===== src/rtl/secded_spare_codec.sv =====
module secded_spare_codec #(
  parameter int DW = 16,
  parameter int BW = 6,
  parameter int XW = 3
) (
  input  logic [DW-1:0]    wr_data,
  output logic [BW+XW-1:0] wr_chk,
  input  logic [DW-1:0]    rd_data,
  input  logic [BW+XW-1:0] rd_chk,
  input  logic [XW-1:0]    spare_used,
  output logic [DW-1:0]    rd_fixed,
  output logic             err_corr,
  output logic             err_fatal
);
  localparam int CW = BW + XW;

  // Data column n: base part is the n-th odd value of weight >= 3; extra part is a mixing of n.
  function automatic logic [DW*CW-1:0] build_h();
    logic [DW*CW-1:0] t;
    int n;
    t = '0;
    n = 0;
    for (int v = 1; v < (1 << BW); v++) begin
      if (($countones(v) % 2 == 1) && ($countones(v) >= 3) && (n < DW)) begin
        t[n*CW +: BW] = BW'(v);
        t[n*CW+BW +: XW] = XW'((n * 3 + 1) ^ (n >> 2));
        n++;
      end
    end
    return t;
  endfunction

  localparam logic [DW*CW-1:0] HTAB = build_h();

  logic [CW-1:0] enc, rec, act, syn;
  logic [DW-1:0] hit;
  logic          chk_hit;

  always_comb begin
    enc = '0;
    rec = '0;
    for (int r = 0; r < CW; r++)
      for (int i = 0; i < DW; i++) begin
        enc[r] = enc[r] ^ (wr_data[i] & HTAB[i*CW+r]);
        rec[r] = rec[r] ^ (rd_data[i] & HTAB[i*CW+r]);
      end
  end

  assign wr_chk = enc;
  assign act    = {~spare_used, {BW{1'b1}}};
  assign syn    = (rec ^ rd_chk) & act;

  always_comb begin
    hit = '0;
    for (int i = 0; i < DW; i++)
      hit[i] = (syn == (HTAB[i*CW +: CW] & act));
    chk_hit = 1'b0;
    for (int j = 0; j < CW; j++)
      if (act[j] && syn == (CW'(1) << j)) chk_hit = 1'b1;
  end

  assign rd_fixed  = rd_data ^ (syn != '0 ? hit : '0);
  assign err_corr  = (syn != '0) && ((|hit) || chk_hit);
  assign err_fatal = (syn != '0) && !((|hit) || chk_hit);

  always_comb begin
    assert_flags_exclusive_R7: assert (!(err_corr && err_fatal));
    assert_quiet_on_zero_R2: assert ((syn != '0) || (rd_fixed == rd_data && !err_corr && !err_fatal));
    assert_no_flip_on_fatal_R5: assert (!err_fatal || rd_fixed == rd_data);
    assert_single_flip_R3: assert ($countones(rd_fixed ^ rd_data) <= 1);
    assert_odd_base_flagged_R9: assert (!(^syn[BW-1:0]) || err_corr || err_fatal);
  end
endmodule


===== config.mk =====
export PLATFORM = sky130hd
export DESIGN_NAME = secded_spare_codec
export DESIGN_NICKNAME = d
export VERILOG_FILES = /design/src/rtl/secded_spare_codec.sv
export SDC_FILE = /design/constraint.sdc
export NUM_CORES = 1
export LEC_CHECK = 0
export ABC_AREA = 1
export ABC_CLOCK_PERIOD_IN_PS = 2700
export BUFFER_PORTS_ARGS = -buffer_cell sky130_fd_sc_hd__buf_2
export CORE_MARGIN = 2
export CORE_UTILIZATION = 50
export DETAILED_ROUTE_END_ITERATION = 16
export GPL_ROUTABILITY_DRIVEN = 0
export PLACE_DENSITY = 0.78
export SYNTH_ARGS = -nofsm -noshare
export SYNTH_HDL_FRONTEND = slang
export SYNTH_SLANG_ARGS = --single-unit
export TNS_END_PERCENT = 1

===== constraint.sdc =====
create_clock -name vclk -period 2.7
set_input_delay 0.405 -clock vclk [all_inputs]
set_output_delay 0.405 -clock vclk [all_outputs]
set_load 0.005 [all_outputs]

# --- Word level (Yosys, flattened, before mapping) ---
# Index checks and enable logic that the tools add are counted.
word_totals:
  register_bits: 0
  inputBits: 44
  output_inout_bits: 27
  wordCells: 172
classes:
  n_eq_ne: 25
  mux: 10
  n_bitwise: 128
  reduce_logical: 9
ops:
  columns: ["operator", "count"]
  rows:
  - ["bitwise XOR 1 bit", 124]
  - ["== test 9 bit", 8]
  - ["== test 9 x 8 -> 1 bit", 4]
  - ["== test 9 x 6 -> 1 bit (second input constant)", 3]
  - ["== test 9 x 7 -> 1 bit", 2]
  - ["2-to-1 mux 16 bit", 1]
  - ["OR reduction 16 bit", 1]
  - ["bitwise XOR 16 bit", 1]
  - ["bitwise AND 9 bit", 1]
  - ["== test 9 x 1 -> 1 bit (second input constant)", 1]
  - ["== test 9 x 2 -> 1 bit (second input constant)", 1]
  - ["== test 9 x 3 -> 1 bit (second input constant)", 1]
  - ["== test 9 x 4 -> 1 bit (second input constant)", 1]
  - ["== test 9 x 5 -> 1 bit (second input constant)", 1]
  - ["== test 9 x 7 -> 1 bit (second input constant)", 1]
  - ["== test 9 x 8 -> 1 bit (second input constant)", 1]
  - ["== test 9 bit (second input constant)", 1]
  - ["2-to-1 mux 1 bit", 9]
  - ["nonzero test 9 bit", 1]
  - ["bitwise XOR 9 bit", 1]
  - ["logical AND 1 bit", 5]
  - ["inverter 3 bit", 1]
  - ["zero test 1 bit", 1]
  - ["logical OR 1 bit", 1]

# --- Longest topological paths before layout ---
# Gate-level depths: netlist of run 1.
logic_depth:
  depth_word: 24
  mapped_depth: 21

# --- Worst setup path before layout of run 1 ---
# OpenSTA, ideal clock, no wires.
synth_path:
  path_kind: "in2out"
  startpoint: "input rd_data[7]"
  endpoint: "output err_fatal"
  arrival_ps: 1879
  t_required_ps: 2295
  setup_slack_ps: 416
  path_stages: 18
  path_buffers: 1
  cell_sequence: "buf_2 > inv_4 > nand2_1 > nand2_1 > nand2_1 > nand2_1 > inv_1 > nand3_2 > nand3_1 > nand2_2 > nor2_1 > nand2_1 > nand2_1 > nor2_2 > nand2_1 > nor2_2 > nand3_2 > nor2_2"
synth_via:
  elab_chain_cells: 21
synth_rtl:
  columns: ["element", "line", "text"]
  rows:
  - ["start, declared", "8", "input logic [DW-1:0] rd_data,"]
  - ["bitwise XOR 1 bit (6 in a row)", "45", "rec[r] = rec[r] ^ (rd_data[i] & HTAB[i*CW+r]);"]
  - ["bitwise XOR 9 bit *", "51", "assign syn = (rec ^ rd_chk) & act;"]
  - ["bitwise AND 9 bit *", "51", null]
  - ["== test 9 x 1 -> 1 bit", "59", "if (act[j] && syn == (CW'(1) << j)) chk_hit = 1'b1;"]
  - ["2-to-1 mux 1 bit (9 in a row)", "59", null]
  - ["logical OR 1 bit", "64", "assign err_fatal = (syn != '0) && !((|hit) || chk_hit);"]
  - ["zero test 1 bit", "64", null]
  - ["logical AND 1 bit *", "64", null]
  - ["end, declared", "13", "output logic err_fatal"]
# Every way passes the cells marked *; elsewhere a longest branch is shown, timed or not.

# --- Final worst setup path of run 1 ---
layout_path:
  startpoint: "input rd_data[11]"
  endpoint: "output err_fatal"
layout_via:
  elab_chain_cells: 19
layout_rtl:
  columns: ["element", "line"]
  rows:
  - ["bitwise XOR 1 bit (4 in a row)", "45"]
  - ["bitwise XOR 9 bit *", "51"]
  - ["bitwise AND 9 bit *", "51"]
  - ["== test 9 x 1 -> 1 bit", "59"]
  - ["2-to-1 mux 1 bit (9 in a row)", "59"]
  - ["logical OR 1 bit", "64"]
  - ["zero test 1 bit", "64"]
  - ["logical AND 1 bit *", "64"]
# Marked as above.

==> results of run 1 <==
-- logic make-up (layout without fill, tap and decap cells) --
group,after synthesis,in the layout,synth area share [%]
buffers and inverters,59,146,10.15
and+or+nand+nor,314,314,59.19
xor gates and xnor gates,84,84,30.45
AOI/OAI and AO/OA,1,1,0.2069
-- routing by layer --
layer,vias up,routed length [um],GRT usage (%)
met5,-,0,0
met4,0,364,7.071
met2,132,4196,47.72
li1,1568,-,-
met1,1441,3178,34.07
met3,32,455,1.646
-- worst max-delay path: cells and delay by family --
family	cells	cell delay, ns
buf+inv	4	0.45
simple gates	15	1.41
-- how the worst min path moves through the flow --
stage | slack (ns) | from | end
global placement | 1.16 | wr_data[15] | wr_chk[6]
CTS | 1.19 | wr_data[15] | wr_chk[6]
detailed placement | 1.19 | wr_data[15] | wr_chk[6]
finish | 1.18 | wr_data[15] | wr_chk[6]
floorplan | 0.91 | wr_data[15] | wr_chk[6]
global route | 1.22 | wr_data[15] | wr_chk[6]
-- synth_stat cells, types with 2 or more instances --
library cell  instances
nand2_1             193
nand2_4               4
clkinv_1              2
xnor2_1              34
nor2_1               33
nand3_1              40
buf_4                 4
nand3_4               2
inv_4                 2
nand2_2              19
inv_1                37
nand3_2               7
buf_2                 3
nor2_2                8
xor2_1               50
inv_2                11
nand3b_1              6
-- final cells by class --
type	count	area (um^2)	area share, %
Tap cell	54	67.56	1.978
Multi-Input combinational cell	399	2515	73.63
Inverter	52	227.7	6.667
Timing Repair Buffer	94	605.6	17.73
-- timing repair --
action,in CTS,in global routing
gates resized for setup,0,139
buffers inserted,0,17
setup endpoints to repair,0,11
-- per-stage QoR --
stage / cell area, um^2 / TNS (ns) / util (%) / instances / total power [mW]
global placement: 2839 / 0 / 60.51 / 582 / 0.7856
finish: 3416 / 0 / 72.80 / 599 / 1.002
floorplan: 2416 / 0 / - / 458 / 0.5716
CTS: 2839 / 0 / 60.51 / 582 / 0.8054
global route: 3416 / -0.1169 / 72.80 / 599 / 1.099
detailed placement: 2839 / 0 / 60.51 / 582 / 0.8032
-- power breakdown --
group | total, mW | leakage [nW] | internal, mW | switching (mW)
Clock | 0 | 0 | 0 | 0
Combinational | 1.00 | 1.90 | 0.398 | 0.604
Sequential | 0 | 0 | 0 | 0
==> metrics.md, run 1 <==
| Metric | Value |
|---|---|
| Initial Util | 51.49% |
| Fillcell total | slightly above 400 |
| First element of the critical path | rd_data[11] |
| Die X | between 70 and 80 um |
| Layout Nets | 591 |
| Vias in the first global route | 2698 |
| All-Layer GR Usage | 26.58% |
| Post-route DRC | 0 |
| Least-Margin Pin Slew | 0.4034 ns |
| Synth Cell Area | 0.002416 mm^2 |
| Post-Syn Instances | 458 |
| Leakage power | 1.900 nW |
| Iteration-0 DRC count of the detailed router | around 160 |
| Hold Path Stages | 4 |
| Die H | 73.52 um |
| Maximum clock rate | 378.8 MHz |
| Crit path kind | in -> out |
| Crit path required time | 2.30 ns |
| CP endpoint kind | primary output |
| Hold Violations, Final | 0 |
| Cell at the slowest stage of the critical path | nand2_2 |
| Peak VDD IR | 168.6 uV |
| Most frequent cells in the layout | nand2_1, buf_2, nand2_2, xor2_1, xnor2_1 |
| Setup WS pre-CTS | about 0.014 ns |
| Post-Syn Area per Cell | 5.275 um^2 |
| Fin worst setup slack | around 0.060 ns |
| Min-Delay Path Class | in -> out |
| Yosys top cell by area | nand2_1 |
| Max-Cap Viols | 0 |
| IO buf count | 71 |
| Post-route antenna net violation count | 0 |
| Distinct cells, synth | 20 |
| Max-slew violations | 0 |
| Placeable Area | 0.004692 mm^2 |
| Most common cell after layout, fill and taps aside | nand2_1 |
| Period Utilization, post-route | 97.77% |
| CP max FO | 5 |
| Max-slew headroom | 72.91% |
| FF+latch count | 0 |
| Gr ovfl total | 0 |
| Critical Path, Cell by Cell | buf_2 -> inv_1 -> nand2_1 -> nand2_2 -> inv_1 -> nand2_1 -> nand2_1 -> nand3b_1 -> nand2_2 -> nand2_4 -> nor2_2 -> nand2_1 -> nand2_1 -> nor2_1 -> nand2_1 -> nor2_2 -> nand3_2 -> nor2_2 -> buf_2 |
| Synthesis-to-finish area growth | 41.38% |
| # diodes | 0 |
| Drt total wl | 8195 um |
| Final hold slack | between 1 and 1.5 ns |
| Power Density | 293.5 mW/mm^2 |
| Register area | 0 um^2 |
| Die ar. | 0.005404 mm^2 |
| Hold buffer count at CTS | 0 |
| Initial antenna violation count | 0 |
| Post-synth top area share | 29.98% |
| Setup Viol. Count Final | 0 |
| Worst Setup EP | err_fatal |
| Crit path launch type | primary input |
| Drt wl/cell | between 10 and 15 um |
| Final HPWL DP | 6238 um |
| Largest net degree at the start of global routing | 10 |
| Syn. warnings | 0 |
| Fraction of layout cells with a size suffix above 1 | 42.02% |
| Top-Level Pins | 71 |
| Final Critical Period | ~2.6 ns |
| Synth area leaders | nand2_1, xor2_1, xnor2_1 |
| TritonRoute pass-1 iters | 4 |
| Layout clock buffer count | 0 |
| Data arrival, critical path | 2.23 ns |
| Post-synthesis sequential area ratio | 0% |
| First-pass GRT wire length | 11650 um |
| Rows | 25 |
| Syn nets | roughly 500 |
| Via density | around 5.3 |
| Biggest cell delay along the critical path | ~0.17 ns |
| Run status | completed |
| Most frequent CP cell | nand2_1 |
| Vias | 3173 |
No activity file was read; power rests on OpenSTA's default activity.
==> run 2: changes to the inputs <==
- ABC_CLOCK_PERIOD_IN_PS: 2700 -> 2800
- clock period: 2.7 -> 2.8 ns (I/O delays scaled with it)
==> run 2 against run 1 <==
  * Via count shrank 3.6%
  * Largest cell class unchanged
  * Critical path depth decreased by 1
  * Non-clock buffer count down 8
  * Highest routed layer unchanged
==> metrics.md, run 2 (synthesis gave the netlist of run 1 again) <==
| Metric | Value |
|---|---|
| Crit path max-delay family | simple AND/OR/NAND/NOR gates |
| Hold Violations, Final | 0 |
| Max-Cap Viols | 0 |
| IO buf count | 71 |
| Layout clock buffer count | 0 |
| Layout Nets | 583 |
| Crit path launch type | primary input |
| Vias in the first global route | 2517 |
| CP max FO | 8 |
| Period Utilization, post-route | 97.69% |
| Hold buffer count at CTS | 0 |
| # diodes | 0 |
| Biggest cell delay along the critical path | 0.23 ns |
| Top-Level Pins | between 70 and 80 |
| All-Layer GR Usage | 25.77% |
| Least-Margin Pin Slew | 0.4517 ns |
| Switch share | 60.09% |
| Max-slew violations | 0 |
| Data arrival, critical path | 2.32 ns |
| CP endpoint kind | primary output |
| Gr ovfl total | 0 |
| Non-Filler Instances | 591 |
| Pint | 0.3519 mW |
| Most common cell after layout, fill and taps aside | nand2_1 |
| Die H | 73.52 um |
| Setup Viol. Count Final | 0 |
| Post-route DRC | 0 |
| Via density | 5.174 |
| Crit path kind | in -> out |
| Run status | completed |
| Placed cells | 580 |
| Rows | 25 |
| Maximum clock rate | about 370 MHz |
| Final Critical Period | 2.735 ns |
| Critical path buffer and inverter count | 4 |
| Post-route antenna net violation count | 0 |
| Reg power frac | 0% |
| Initial antenna violation count | 0 |
| Switching power total | 0.5299 mW |
| Cell at the slowest stage of the critical path | xor2_2 |
| Placeable Area | approximately 0.0047 mm^2 |
| Vias | around 3000 |
| Critical Path, Cell by Cell | clkbuf_4 -> xor2_2 -> nand2_1 -> nand2_1 -> inv_1 -> nand2_1 -> nand2_2 -> nor2_2 -> inv_1 -> nor2_1 -> nand3_2 -> nand2_1 -> nor2_2 -> nand2_1 -> nor2_2 -> nand3_2 -> nor2_2 -> buf_2 |
| Most frequent CP cell | nand2_1 |
| Peak VDD IR | about 130 uV |
| Most frequent cells in the layout | nand2_1, buf_2, xor2_1, nand2_2, inv_1 |
| Logic pwr share | 100.0% |
| Final hold slack | 1.210 ns |
| Power Density | 277.8 mW/mm^2 |
| Largest net degree at the start of global routing | 10 |
| Post-layout util | 67.65% |
| Initial Util | roughly half |
| TritonRoute pass-1 iters | 5 |
| Max-slew headroom | 69.67% |
| Drt wl/cell | 12.58 um |
| Fraction of layout cells with a size suffix above 1 | 34.82% |
| Synthesis-to-finish area growth | 31.38% |
| Clock Power Share | 0% |
| Crit path required time | approximately 2.4 ns |
| Min-Delay Path Class | in -> out |
| Iteration-0 DRC count of the detailed router | ~170 |
| Die ar. | ~0.0054 mm^2 |
| Leakage power | 1.827 nW |
| Drt total wl | approximately 7400 um |
| FF+latch count | 0 |
| First-pass GRT wire length | 11200 um |
| Final HPWL DP | 6242 um |
| Register area | 0 um^2 |
| Die X | approximately 74 um |
[run 2: area by class of cell]
| type | instances | area (um^2) |
|---|---|---|
| tap | 54 | 67.56 |
| fill | 443 | 1518 |
| inverter | 52 | 225.2 |
| multi-input combinational | 399 | 2377 |
| timing repair buffer | 86 | 504.2 |
[run 2: per-stage QoR]
stage	TNS (ns)	worst slack, ns	power (mW)	cell area [um^2]
3_3_place_gp	0	0.08097	0.7566	2824
5_1_grt	-0.1237	-0.05616	0.9713	3174
2_1_floorplan	0	0.4860	0.5512	2416
4_1_cts	0	0.03615	0.7739	2824
3_5_place_dp	0	0.04642	0.7718	2824
6_report	0	0.06455	0.8818	3174
[run 2: timing repair]
| action | CTS | global route |
|---|---|---|
| buffers inserted | 0 | 11 |
| setup endpoints to repair | 0 | 6 |
| gates resized for setup | 0 | 84 |
[run 2: worst paths after layout]
check	endpoint	cells after the start	slack [ns]	from
hold / removal	wr_chk[6]	4	1.21	wr_data[15]
setup / recovery	err_fatal	18	0.06	rd_data[9]
[run 2: power groups by stage]
stage	clock (mW)	sequential (mW)	combinational, mW
2_1_floorplan	0	0	0.551
3_3_place_gp	0	0	0.757
3_5_place_dp	0	0	0.772
4_1_cts	0	0	0.774
5_1_grt	0	0	0.971
6_report	0	0	0.882
[run 2: per-layer routing]
metal / GRT usage (%) / up-vias / share of wire, %
met4: 3.434 / 0 / 1.4
met1: 35.38 / 1369 / 42
met3: 0.2743 / 12 / 5.7
met2: 46.03 / 130 / 50
met5: 0 / - / 0
li1: - / 1547 / -
